### src/rtl/sg_gen_pkg.sv
package sg_gen_pkg;
  localparam int unsigned FLD_W = 12;

  typedef enum logic [2:0] {
    OP_NONE      = 3'd0,
    OP_SYNC_ODD  = 3'd1,
    OP_SYNC_EVEN = 3'd2,
    OP_JUMP      = 3'd3,
    OP_LINE      = 3'd4,
    OP_CONT      = 3'd5
  } op_e;

  localparam logic [2:0] TYPE_PLAIN = 3'd0;
  localparam logic [2:0] TYPE_SPLIT = 3'd7;

  typedef enum logic [2:0] {
    ST_IDLE, ST_JUMP, ST_SYNC, ST_SEEK, ST_LINE, ST_FRAG, ST_DONE, ST_ERR
  } state_e;
endpackage

### src/rtl/sg_instr_enc.sv
module sg_instr_enc
  import sg_gen_pkg::*;
#(
  parameter int unsigned ADDR_W = 32
) (
  input  op_e               op_i,
  input  logic [2:0]        type_i,
  input  logic [FLD_W-1:0]  start_i,
  input  logic [FLD_W-1:0]  count_i,
  input  logic [ADDR_W-1:0] addr_i,
  output logic [ADDR_W+31:0] pair_o
);
  logic [31:0] word0;
  assign word0  = {1'b1, op_i, 1'b0, type_i, start_i, count_i};
  assign pair_o = {addr_i, word0};
endmodule

### src/rtl/sg_frag_calc.sv
module sg_frag_calc #(
  parameter int unsigned OFF_W = 24,
  parameter int unsigned LEN_W = 16,
  parameter int unsigned CNT_W = 12
) (
  input  logic [OFF_W-1:0] off_i,
  input  logic [LEN_W-1:0] len_i,
  input  logic [CNT_W-1:0] bpl_i,
  input  logic [CNT_W-1:0] placed_i,
  output logic             skip_o,
  output logic             fits_o,
  output logic [LEN_W-1:0] remain_o,
  output logic [CNT_W-1:0] todo_o,
  output logic             last_frag_o
);
  localparam int unsigned WW = (OFF_W > LEN_W) ? OFF_W : LEN_W;
  localparam int unsigned CW = (WW > CNT_W) ? WW : CNT_W;

  logic [WW-1:0] off_w, len_w;
  assign off_w = WW'(off_i);
  assign len_w = WW'(len_i);

  assign skip_o   = (off_w != '0) && (off_w >= len_w);
  // only meaningful once skip_o is low, so offset < length
  assign remain_o = len_i - off_i[LEN_W-1:0];
  assign fits_o   = CW'(bpl_i) <= CW'(remain_o);

  assign todo_o      = bpl_i - placed_i;
  assign last_frag_o = CW'(todo_o) <= CW'(len_i);
endmodule

### src/rtl/sg_prog_gen.sv
module sg_prog_gen
  import sg_gen_pkg::*;
#(
  parameter int unsigned ADDR_W  = 32,
  parameter int unsigned LEN_W   = 16,
  parameter int unsigned OFF_W   = 24,
  parameter int unsigned IDX_W   = 4,
  parameter int unsigned LINES_W = 10
) (
  input  logic               clk_i,
  input  logic               rst_ni,
  input  logic               start_i,
  input  logic [OFF_W-1:0]   offset_i,
  input  logic [FLD_W-1:0]   line_bytes_i,
  input  logic [FLD_W-1:0]   pad_i,
  input  logic [LINES_W-1:0] lines_i,
  input  logic               odd_i,
  input  logic               jump_i,
  input  logic [IDX_W:0]     chunk_cnt_i,
  output logic [IDX_W-1:0]   chunk_idx_o,
  input  logic [ADDR_W-1:0]  chunk_base_i,
  input  logic [LEN_W-1:0]   chunk_len_i,
  output logic               instr_valid_o,
  input  logic               instr_ready_i,
  output logic [ADDR_W+31:0] instr_o,
  output logic               done_o,
  output logic               err_o
);
  state_e             state_q;
  logic [IDX_W-1:0]   idx_q;
  logic [OFF_W-1:0]   off_q;
  logic [FLD_W-1:0]   placed_q, bpl_q, pad_q;
  logic [LINES_W-1:0] line_q, lines_q;
  logic               odd_q;

  logic             skip, fits, last_frag;
  logic [LEN_W-1:0] remain;
  logic [FLD_W-1:0] todo;

  sg_frag_calc #(.OFF_W(OFF_W), .LEN_W(LEN_W), .CNT_W(FLD_W)) u_calc (
    .off_i      (off_q),
    .len_i      (chunk_len_i),
    .bpl_i      (bpl_q),
    .placed_i   (placed_q),
    .skip_o     (skip),
    .fits_o     (fits),
    .remain_o   (remain),
    .todo_o     (todo),
    .last_frag_o(last_frag)
  );

  logic fire, has_next, idx_ok, last_line;
  assign fire      = instr_valid_o & instr_ready_i;
  assign has_next  = ({1'b0, idx_q} + (IDX_W+1)'(1)) < chunk_cnt_i;
  assign idx_ok    = {1'b0, idx_q} < chunk_cnt_i;
  assign last_line = (line_q + LINES_W'(1)) == lines_q;

  // emit side: purely a function of registered state and the table read
  op_e               op;
  logic [2:0]        typ;
  logic [FLD_W-1:0]  fld_start, fld_cnt;
  logic [ADDR_W-1:0] addr;

  always_comb begin
    instr_valid_o = 1'b0;
    op        = OP_NONE;
    typ       = TYPE_PLAIN;
    fld_start = '0;
    fld_cnt   = '0;
    addr      = '0;
    unique case (state_q)
      ST_JUMP: begin
        instr_valid_o = 1'b1;
        op = OP_JUMP;
      end
      ST_SYNC: begin
        instr_valid_o = 1'b1;
        op = odd_q ? OP_SYNC_ODD : OP_SYNC_EVEN;
      end
      ST_LINE: begin
        instr_valid_o = 1'b1;
        op   = OP_LINE;
        addr = chunk_base_i + ADDR_W'(off_q);
        if (fits) begin
          fld_cnt = bpl_q;
        end else begin
          typ     = TYPE_SPLIT;
          fld_cnt = FLD_W'(remain);
        end
      end
      ST_FRAG: begin
        instr_valid_o = 1'b1;
        op        = OP_CONT;
        fld_start = placed_q;
        addr      = chunk_base_i;
        fld_cnt   = last_frag ? todo : FLD_W'(chunk_len_i);
      end
      default: ;
    endcase
  end

  sg_instr_enc #(.ADDR_W(ADDR_W)) u_enc (
    .op_i   (op),
    .type_i (typ),
    .start_i(fld_start),
    .count_i(fld_cnt),
    .addr_i (addr),
    .pair_o (instr_o)
  );

  always_ff @(posedge clk_i or negedge rst_ni) begin
    if (!rst_ni) begin
      state_q  <= ST_IDLE;
      idx_q    <= '0;
      off_q    <= '0;
      placed_q <= '0;
      bpl_q    <= '0;
      pad_q    <= '0;
      line_q   <= '0;
      lines_q  <= '0;
      odd_q    <= 1'b0;
    end else begin
      unique case (state_q)
        ST_IDLE, ST_DONE, ST_ERR: begin
          if (start_i) begin
            idx_q    <= '0;
            off_q    <= offset_i;
            placed_q <= '0;
            bpl_q    <= line_bytes_i;
            pad_q    <= pad_i;
            line_q   <= '0;
            lines_q  <= lines_i;
            odd_q    <= odd_i;
            state_q  <= jump_i ? ST_JUMP : ST_SYNC;
          end
        end
        ST_JUMP: if (fire) state_q <= ST_SYNC;
        ST_SYNC: if (fire) state_q <= (lines_q == '0) ? ST_DONE : ST_SEEK;
        ST_SEEK: begin
          if (!idx_ok) begin
            state_q <= ST_ERR;
          end else if (skip) begin
            if (has_next) begin
              idx_q <= idx_q + IDX_W'(1);
              off_q <= off_q - OFF_W'(chunk_len_i);
            end else begin
              state_q <= ST_ERR;
            end
          end else begin
            state_q <= ST_LINE;
          end
        end
        ST_LINE: begin
          if (fire) begin
            if (fits) begin
              off_q   <= off_q + OFF_W'(bpl_q) + OFF_W'(pad_q);
              line_q  <= line_q + LINES_W'(1);
              state_q <= last_line ? ST_DONE : ST_SEEK;
            end else begin
              placed_q <= FLD_W'(remain);
              if (has_next) begin
                idx_q   <= idx_q + IDX_W'(1);
                state_q <= ST_FRAG;
              end else begin
                state_q <= ST_ERR;
              end
            end
          end
        end
        ST_FRAG: begin
          if (fire) begin
            if (last_frag) begin
              off_q    <= OFF_W'(todo) + OFF_W'(pad_q);
              placed_q <= '0;
              line_q   <= line_q + LINES_W'(1);
              state_q  <= last_line ? ST_DONE : ST_SEEK;
            end else begin
              placed_q <= placed_q + FLD_W'(chunk_len_i);
              if (has_next) idx_q <= idx_q + IDX_W'(1);
              else          state_q <= ST_ERR;
            end
          end
        end
        default: state_q <= ST_IDLE;
      endcase
    end
  end

  assign chunk_idx_o = idx_q;
  assign done_o      = (state_q == ST_DONE);
  assign err_o       = (state_q == ST_ERR);
endmodule

### config.mk
export PLATFORM = sky130hd
export DESIGN_NAME = sg_prog_gen
export DESIGN_NICKNAME = d
export VERILOG_FILES = /design/src/rtl/sg_gen_pkg.sv /design/src/rtl/sg_instr_enc.sv /design/src/rtl/sg_frag_calc.sv /design/src/rtl/sg_prog_gen.sv
export SDC_FILE = /design/constraint.sdc
export NUM_CORES = 1
export LEC_CHECK = 0
export CORE_ASPECT_RATIO = 0.8
export CORE_UTILIZATION = 29
export CTS_BUF_LIST = sky130_fd_sc_hd__clkbuf_8
export CTS_CLUSTER_DIAMETER = 100
export DETAILED_ROUTE_END_ITERATION = 8
export GPL_ROUTABILITY_DRIVEN = 1
export SETUP_SLACK_MARGIN = 0.4
export SLEW_MARGIN = 20
export SYNTH_ARGS = -nofsm -noshare
export SYNTH_HDL_FRONTEND = slang
export SYNTH_SLANG_ARGS = --single-unit
### constraint.sdc
create_clock -name clk_i -period 10.8 [get_ports clk_i]
set_clock_uncertainty 0.2 [all_clocks]
set_input_delay 2.16 -clock clk_i [delete_from_list [all_inputs] [get_ports clk_i]]
set_output_delay 2.16 -clock clk_i [all_outputs]
set_load 0.01 [all_outputs]
== Word-level counts from Yosys, hierarchy flattened ==
Index checks and enable logic that the tools add are counted.

* Bits in registers: 88
* Input port bits: 117
* Output and inout bits: 71
* Logic and storage cells: 115

* Add/sub/neg operators: 11
* $lt $le $gt $ge: 5
* Equality and inequality tests: 20
* Mux-type cells: 55
* Bitwise gates (word level): 1
* Reduce and logical (&&, ||, !) cells: 14

{| class="wikitable"
|+ Operator list
! kind !! number
|-
| two-way mux 24 bit || 8
|-
| two-way mux 12 bit || 8
|-
| one-hot mux 24 bit (4 select lines) || 1
|-
| one-hot mux 32 bit (2 select lines) || 1
|-
| two-way mux 10 bit || 5
|-
| adder 24 x 12 -> 24 bit || 2
|-
| two-way mux 3 bit || 14
|-
| one-hot mux 12 bit (3 select lines) || 1
|-
| adder 32 x 24 -> 32 bit || 1
|-
| less-or-equal comparator 12 x 16 -> 1 bit || 2
|-
| two-way mux 4 bit || 8
|-
| one-hot mux 10 bit (3 select lines) || 1
|-
| >= comparator 24 x 16 -> 1 bit || 1
|-
| inequality test 2 bit, second input constant || 12
|-
| one-hot mux 12 bit (2 select lines) || 1
|-
| nonzero test 24 bit || 1
|-
| subtractor 24 x 16 -> 24 bit || 1
|-
| one-hot mux 3 bit (6 select lines) || 1
|-
| one-hot mux 4 bit (4 select lines) || 1
|-
| subtractor 16 bit || 1
|-
| adder 12 x 12 -> 13 bit || 1
|-
| adder 12 bit || 1
|-
| == test 3 bit, second input constant || 4
|-
| one-hot mux 3 bit (4 select lines) || 1
|-
| 24 further kinds || 28
|}

== Longest topological paths before layout ==
Gate-level depths: netlist of the first run.

* Depth after elaboration: 6
* Gate-level depth with buffers: 22
* Depth with buffers taken out: 21

== By module ==
Synthesis of the first run repeated with hierarchy kept, for this count alone.

* Cells, all modules: 1,591
* Area, all modules: 12,640.9 um^2

{| class="wikitable"
|+ Modules (own cells, without submodules)
! module !! instances !! cells each !! area an instance (um^2) !! sequential area each (um^2)
|-
| sg_prog_gen || 1 || 1,197 || 9,819.4 || 2,202.1
|-
| sg_frag_calc || 1 || 328 || 2,333.5 || 0.0
|-
| sg_instr_enc || 1 || 66 || 488.0 || 0.0
|}

== Least setup slack after synthesis of the first run ==
OpenSTA, ideal clock, no wires.

* Path type: input to output
* Start point: input port chunk_len_i[0]
* End point: output port instr_o[9]
* Data arrival time: 5.866 ns
* Required time: 8.440 ns
* Slack: 2.574 ns
* Cell stages on the path: 21
* Path buffers: 1
* Cells stage by stage: inv_1 -> ha_1 -> inv_1 -> fa_1 -> a211oi_1 -> o21bai_1 -> a21oi_1 -> o21bai_1 -> a21oi_1 -> xor2_1 -> ha_1 -> nand4_1 -> nor3_1 -> nor4_1 -> o41ai_1 -> nor3_1 -> nand4_2 -> buf_1 -> nor3_1 -> a211oi_1 -> a311oi_1

* Cells in the longest elaborated chain, start to end: 4
* Elaborated cells on any way between the ends: 6
* Those cells by class: add/sub: 1; order compare: 2; mux: 3

{| class="wikitable"
|+ RTL lines
! what !! line !! source
|-
| from (decl) || sg_prog_gen.sv:22 || <nowiki>input logic [LEN_W-1:0] chunk_len_i,</nowiki>
|-
| subtractor 16 bit || sg_frag_calc.sv:25 || <nowiki>assign remain_o = len_i - off_i[LEN_W-1:0];</nowiki>
|-
| less-or-equal comparator 12 x 16 -> 1 bit || sg_frag_calc.sv:26 || <nowiki>assign fits_o = CW'(bpl_i) <= CW'(remain_o);</nowiki>
|-
| two-way mux 12 bit || sg_prog_gen.sv:84 || <nowiki>if (fits) begin</nowiki>
|-
| one-hot mux 12 bit (2 select lines) (*) || sg_prog_gen.sv:71 || <nowiki>unique case (state_q)</nowiki>
|-
| to (decl) || sg_prog_gen.sv:25 || <nowiki>output logic [ADDR_W+31:0] instr_o,</nowiki>
|}

Every way passes the cells marked *; elsewhere a longest branch is shown, timed or not.

== Worst setup path after layout of the first run ==
Same ends and word-level chain as after synthesis.

==> results.sh, run 1 <==
export IMPL_status="finished clean"
export IMPL_grt_pass1_vias=11576
export IMPL_via_per_inst=5.57
export IMPL_gp_congestion=0.973
export IMPL_p_switching_uw=2740
export IMPL_max_stage_delay_ns=0.63
export IMPL_critPathLaunch="chunk_len_i[0]"
export IMPL_place_hpwl_um=38400
export IMPL_synth_edf_count=0
export IMPL_synthToLayoutAreaGrowth_pct=21.7
export IMPL_yosys_area_top_type="dfrtp_1"
export IMPL_hold_viol=0
export IMPL_final_common_cell="clkdlybuf4s50_1"
export IMPL_dr_pass1_iters=5
export IMPL_place_inst=2181
export IMPL_grtUsageMet3_pct=5.44
export IMPL_syn_nets=1792
export IMPL_met2_usage_pct=33.0
export IMPL_post_route_period_util_pct=93.2
export IMPL_port_buffers=185
export IMPL_synth_cell_type_count=82
export IMPL_multi_input_area_sq_um=8930
export IMPL_grt_pass1_wl_um=71300
export IMPL_async_flop_share_pct=100
export IMPL_clkSinkCount=88
export IMPL_endpoint_kind="primary output"
export IMPL_synth_flop_cell="dfrtp_1"
export IMPL_rsz0062_at_grt="no"
export IMPL_holdCritPathClass="flip-flop to flip-flop"
export IMPL_worstPathArrival_ns=7.70
export IMPL_synthesis_instances=1522
export IMPL_grt_usage_pct=23.0
export IMPL_yosys_warnings=0
export IMPL_worst_path_max_delay_cell="clkdlybuf4s50_1"
export IMPL_power_frac_seq_pct=16.0
export IMPL_yosysTopAreaCellShare_pct=18.8
export IMPL_worstMarginPinSlew_ns=1.05
export IMPL_antenna_found_initial=2
export IMPL_nFillCells=4200
export IMPL_slew_headroom_pct=29.9
export IMPL_synth_seq_cells=88
export IMPL_fp_dieArea_sq_um=41300
export IMPL_tns_ns=0
export IMPL_antenna_cells=0
export IMPL_synthTopCellsByArea="dfrtp_1, ha_1, o21ai_0, a21oi_1, nor2_1"
export IMPL_final_cell_mix="clkdlybuf4s50_1, nor2_1, o21ai_0"
export IMPL_setup_ws_ns=0.737
export IMPL_worstPathCellList="clkdlybuf4s50_1 -> inv_1 -> ha_1 -> inv_1 -> fa_1 -> a211oi_2 -> o21bai_1 -> a21oi_1 -> o21bai_1 -> a21oi_1 -> xor2_2 -> ha_1 -> nand4_1 -> a211oi_1 -> o41ai_1 -> nor3_1 -> and4_1 -> nand2_2 -> a211oi_1 -> a311oi_1 -> clkdlybuf4s50_1"
export IMPL_cts_buffer_depth=2
export IMPL_die_x_um=227
export IMPL_overflow=0
export IMPL_die_y_um=182
export IMPL_htreeDepth=3
export IMPL_drt_antenna_violating_nets=0
export IMPL_final_net_count=1927
export IMPL_syn_area_per_cell_sq_um=7.71
export IMPL_cts_resized=0
export IMPL_r2r_start="bpl_q[0]$_DFFE_PN0P_"
export IMPL_top_usage_layer="met1"
export IMPL_pwr_share_clk_pct=4.9
export IMPL_drt_initial_drc_count=1209
export IMPL_setup_viol=0
export IMPL_p_comb_share_pct=79.0
export IMPL_swShare_pct=57.1
export IMPL_grt_max_degree=54
export IMPL_rows=65
export IMPL_regArea_sq_um=2200
export IMPL_path_max_fanout=12
export IMPL_cts_root_buf="clkbuf_8"
export IMPL_hp_start="line_q[9]$_DFFE_PN0P_"
export IMPL_pre_cts_ws_ns=0.561
export IMPL_required_ns=8.44
export IMPL_finalPower_uw=4790
export IMPL_netlist_area_sq_um=11700
export IMPL_drive_above_1_share_pct=6.08
export IMPL_path_class="primary input to primary output"
export IMPL_drv_cap=0
export IMPL_p_per_area_nw_per_um2=336
export IMPL_final_cells=2198
export IMPL_slew_violations=0
export IMPL_cts_buffers_inserted=9
export IMPL_cts_tree="built"
export IMPL_cts_setup_buffers=0
export IMPL_vias=12244
export IMPL_routed_wl_um=47800
export IMPL_cts_hold_buffers=0
export IMPL_drc_errors=0
export IMPL_p_leak_uw=0.00592
export IMPL_ys_seq_area_share_pct=18.8
export IMPL_startpoint_type="primary input"
export IMPL_ios=188
export IMPL_p_int_uw=2060
export IMPL_fin_crit_ns=10.06
export IMPL_clk_pin_slew_ns=0.11
export IMPL_vdd_drop_max_mv=0.183
export IMPL_routedWlPerCell_um=21.7
export IMPL_clk_latency_ns=0.41
export IMPL_core_sq_um=39700
export IMPL_clock_fmax_mhz=99.4
export IMPL_use_met1_pct=34.2
export IMPL_initial_core_util_pct=29.6
metrics by stage:
step | hold slack, ns | instance area [sq um] | util, %
2_1_floorplan | 0.268 | 11700 | -
6_report | 0.307 | 14300 | 36.0
4_1_cts | 0.311 | 14200 | 35.8
5_1_grt | 0.346 | 14300 | 36.0
3_5_place_dp | 0.291 | 14000 | 35.4
3_3_place_gp | 0.290 | 14000 | 35.4
sequential cells by signal, summed over array words and instances, names as in the netlist:
register     count
bpl_q           12
chunk_idx_o      4
line_q          10
lines_q         10
odd_q            1
off_q           24
pad_q           12
placed_q        12
state_q          3
routing by layer:
metal,part of all wire (%),up-vias
met1,48,5860
met4,1.8,4
li1,-,5797
met5,0.046,-
met3,9.6,45
met2,40,538
worst paths after layout:
kind	endpoint	slack (ns)	cells past startpoint
max	instr_o[9]	0.74	21
min	line_q[9]$_DFFE_PN0P_	0.31	1
max reg2reg	line_q[2]$_DFFE_PN0P_	4.01	20
min reg2reg	line_q[9]$_DFFE_PN0P_	0.31	1
max in group asynchronous	state_q[0]$_DFFE_PN0P_	7.69	2
min in group asynchronous	lines_q[9]$_DFFE_PN0P_	1.51	1
synth_stat cells (all sizes together), types with 4 or more instances:
library cell,n
o21ai,141
nand2,113
nor2,151
nand3b,4
xor2,50
clkbuf,48
mux2,38
o21a,18
a2bb2oi,4
a21o,36
o41ai,5
inv,79
o21bai,9
nor2b,17
and2,8
nor3,54
ha,134
mux2i,14
nand2b,13
and3,18
nor3b,4
o22ai,15
or2,12
a211oi,27
a21oi,123
or3,10
nand4,14
a31oi,16
o31ai,20
buf,29
xnor2,53
o211ai,14
nor4,12
a311oi,8
o221ai,6
nand3,43
a21boi,9
fa,19
dfrtp,88
critical path: cells and delay by family:
family                     cells  cell delay, ns
AOI/OAI and AO/OA              9            2.18
and+or+nand+nor                4            0.83
buffers and inverters          4            1.31
xor gates and xnor gates       1            0.28
adders and majority gates      3            0.93
power by group through the flow:
stage / clock [uW] / sequential (uW) / combinational, uW
3_3_place_gp: 0 / 762 / 3660
4_1_cts: 242 / 757 / 3690
5_1_grt: 254 / 787 / 4180
3_5_place_dp: 0 / 765 / 3670
6_report: 237 / 768 / 3790
2_1_floorplan: 0 / 589 / 2740
final cells by class:
class                           instances  area share (%)
Sequential cell                        88            15.4
Clock buffer                            9           0.868
Clock inverter                          7           0.377
Inverter                               79            2.08
Tap cell                              536            4.70
Multi-Input combinational cell       1278            62.6
Timing Repair Buffer                  201            13.9
cell families (layout without fill, tap and decap cells):
kind of cell	Yosys count	count (layout)	share of synthesized area, %
other cells	2	2	0.0640
buf+inv	156	296	5.45
compound gates	485	485	26.1
fa+ha+maj	154	154	17.6
flops	88	88	18.8
xor+xnor	103	103	7.69
mux	52	52	4.84
simple gates	482	482	19.5
No activity file was read; power rests on OpenSTA's default activity.
==> run 2: changes to the inputs <==
--- a/config.mk
+++ b/config.mk
@@ -12,6 +12,6 @@
 export DETAILED_ROUTE_END_ITERATION = 8
 export GPL_ROUTABILITY_DRIVEN = 1
+export PLACE_DENSITY = 0.59
 export SETUP_SLACK_MARGIN = 0.4
-export SLEW_MARGIN = 20
 export SYNTH_ARGS = -nofsm -noshare
 export SYNTH_HDL_FRONTEND = slang
--- a/constraint.sdc
+++ b/constraint.sdc
@@ -3,3 +3,3 @@
 set_input_delay 2.16 -clock clk_i [delete_from_list [all_inputs] [get_ports clk_i]]
 set_output_delay 2.16 -clock clk_i [all_outputs]
-set_load 0.01 [all_outputs]
+set_load 0.005 [all_outputs]
==> run 2 against run 1 <==
Net effect:
- combinational power increased by 2%
- non-clock buffer count increased by 3
- count of clock-buffer cells in the layout unchanged
- critical path depth unchanged
- die area unchanged
==> results.sh, run 2 (synthesis gave the netlist of run 1 again) <==
export IMPL_tns_ns=0
export IMPL_largest_reg_flops=24
export IMPL_synthToLayoutAreaGrowth_pct=21.4
export IMPL_p_per_area_nw_per_um2=341
export IMPL_status="finished clean"
export IMPL_cts_buffers_inserted=9
export IMPL_overflow=0
export IMPL_clk_pin_slew_ns=0.11
export IMPL_grt_pass1_wl_um=72200
export IMPL_routed_wl_um=48500
export IMPL_path_max_fanout=12
export IMPL_via_per_inst=5.50
export IMPL_rows=65
export IMPL_dpl_cell_area_sq_um=14100
export IMPL_final_net_count=1930
export IMPL_vdd_drop_max_mv=0.156
export IMPL_antenna_found_initial=2
export IMPL_cts_setup_buffers=0
export IMPL_holdCritPathClass="flip-flop to flip-flop"
export IMPL_clk_latency_ns=0.40
export IMPL_slew_violations=0
export IMPL_drv_cap=0
export IMPL_cts_root_buf="clkbuf_8"
export IMPL_largest_register="off_q"
export IMPL_routedWlPerCell_um=22.1
export IMPL_path_class="primary input to primary output"
export IMPL_endpoint_kind="primary output"
export IMPL_slew_headroom_pct=17.4
export IMPL_initial_core_util_pct=29.6
export IMPL_drive_above_1_share_pct=6.07
export IMPL_post_route_period_util_pct=93.0
export IMPL_port_buffers=185
export IMPL_required_ns=8.44
export IMPL_grt_max_degree=52
export IMPL_drt_initial_drc_count=1186
export IMPL_cts_buffer_depth=2
export IMPL_clock_fmax_mhz=99.6
export IMPL_place_hpwl_um=39000
export IMPL_htreeDepth=3
export IMPL_ios=188
export IMPL_fin_crit_ns=10.04
export IMPL_drt_antenna_violating_nets=0
export IMPL_ff2ff_setup_slack_ns=4.16
export IMPL_grt_usage_pct=23.5
export IMPL_rsz0062_at_grt="no"
export IMPL_final_common_cell="clkdlybuf4s50_1"
export IMPL_gp_congestion=0.978
export IMPL_vias=12091
export IMPL_final_cell_area_sq_um=14200
export IMPL_worstPathArrival_ns=7.68
export IMPL_dr_pass1_iters=7
export IMPL_core_sq_um=39700
export IMPL_cts_tree="built"
export IMPL_die_x_um=227
export IMPL_fp_dieArea_sq_um=41300
export IMPL_clkSinkCount=88
export IMPL_p_leak_uw=0.00591
export IMPL_startpoint_type="primary input"
export IMPL_drc_errors=0
export IMPL_antenna_cells=0
export IMPL_die_y_um=182
export IMPL_setup_viol=0
export IMPL_worstMarginPinSlew_ns=1.23
export IMPL_final_cell_mix="clkdlybuf4s50_1, nor2_1, o21ai_0"
export IMPL_hold_viol=0
export IMPL_grt_pass1_vias=11547
## run 2: critical path, stage by stage
cell	delay [ns]
clkdlybuf4s50_1	0.51
inv_1	0.10
ha_1	0.17
inv_1	0.06
fa_1	0.45
a211oi_1	0.38
o21bai_1	0.15
a21oi_1	0.25
o21bai_1	0.09
a21oi_1	0.17
xor2_1	0.33
ha_1	0.30
nand4_1	0.14
a211oi_1	0.08
o41ai_1	0.46
nor3_1	0.15
and4_1	0.28
nand2_2	0.27
a211oi_1	0.14
a311oi_1	0.45
clkdlybuf4s50_1	0.59
## run 2: power breakdown
group	switching [uW]	leakage (uW)	internal, uW
registers	326	0.00109	448
logic	2310	0.00473	1540
clock network	147	0.0000884	86.4
total	2790	0.00591	2070
## run 2: layout make-up
type                    instances  area [sq um]
fillers                      4185         25400
multi-input cells            1278          8910
flip-flops and latches         88          2200
repair buffers                204          1990
well taps                     536           671
inverters                      79           297
clock buffers                   9           124
clock inverters                 6          50.0
## run 2: per-layer routing
layer	vias up	track usage (%)	part of all wire, %
met3	53	6.17	10
met4	4	5.49	1.9
met2	492	33.0	40
li1	5789	-	-
met5	-	0	0.047
met1	5753	34.9	48
## run 2: worst paths after layout
kind / start / endpoint / cells after the start
worst max-delay path: chunk_len_i[0] / instr_o[9] / 21
max in group asynchronous: rst_ni / lines_q[0]$_DFFE_PN0P_ / 2
worst max register to register: bpl_q[0]$_DFFE_PN0P_ / line_q[6]$_DFFE_PN0P_ / 21
min in group asynchronous: rst_ni / lines_q[8]$_DFFE_PN0P_ / 1
worst min register to register: line_q[9]$_DFFE_PN0P_ / line_q[9]$_DFFE_PN0P_ / 1
worst min-delay path: line_q[9]$_DFFE_PN0P_ / line_q[9]$_DFFE_PN0P_ / 1
## run 2: metrics by stage
step	total power [uW]	cells	util (%)	setup slack [ns]	hold slack (ns)
final	4860	2200	35.9	0.759	0.311
after global placement	4490	2185	35.5	0.738	0.292
after CTS	4780	2200	35.9	0.691	0.317
after global routing	5290	2200	35.9	0.537	0.337
after detailed placement	4510	2185	35.5	0.762	0.295
after floorplan	3330	1522	-	2.68	0.268
## run 2: timing repair
item	4_1_cts	5_1_grt
setup endpoints to repair	0	1
hold buffers	0	0
gates resized for setup	0	1
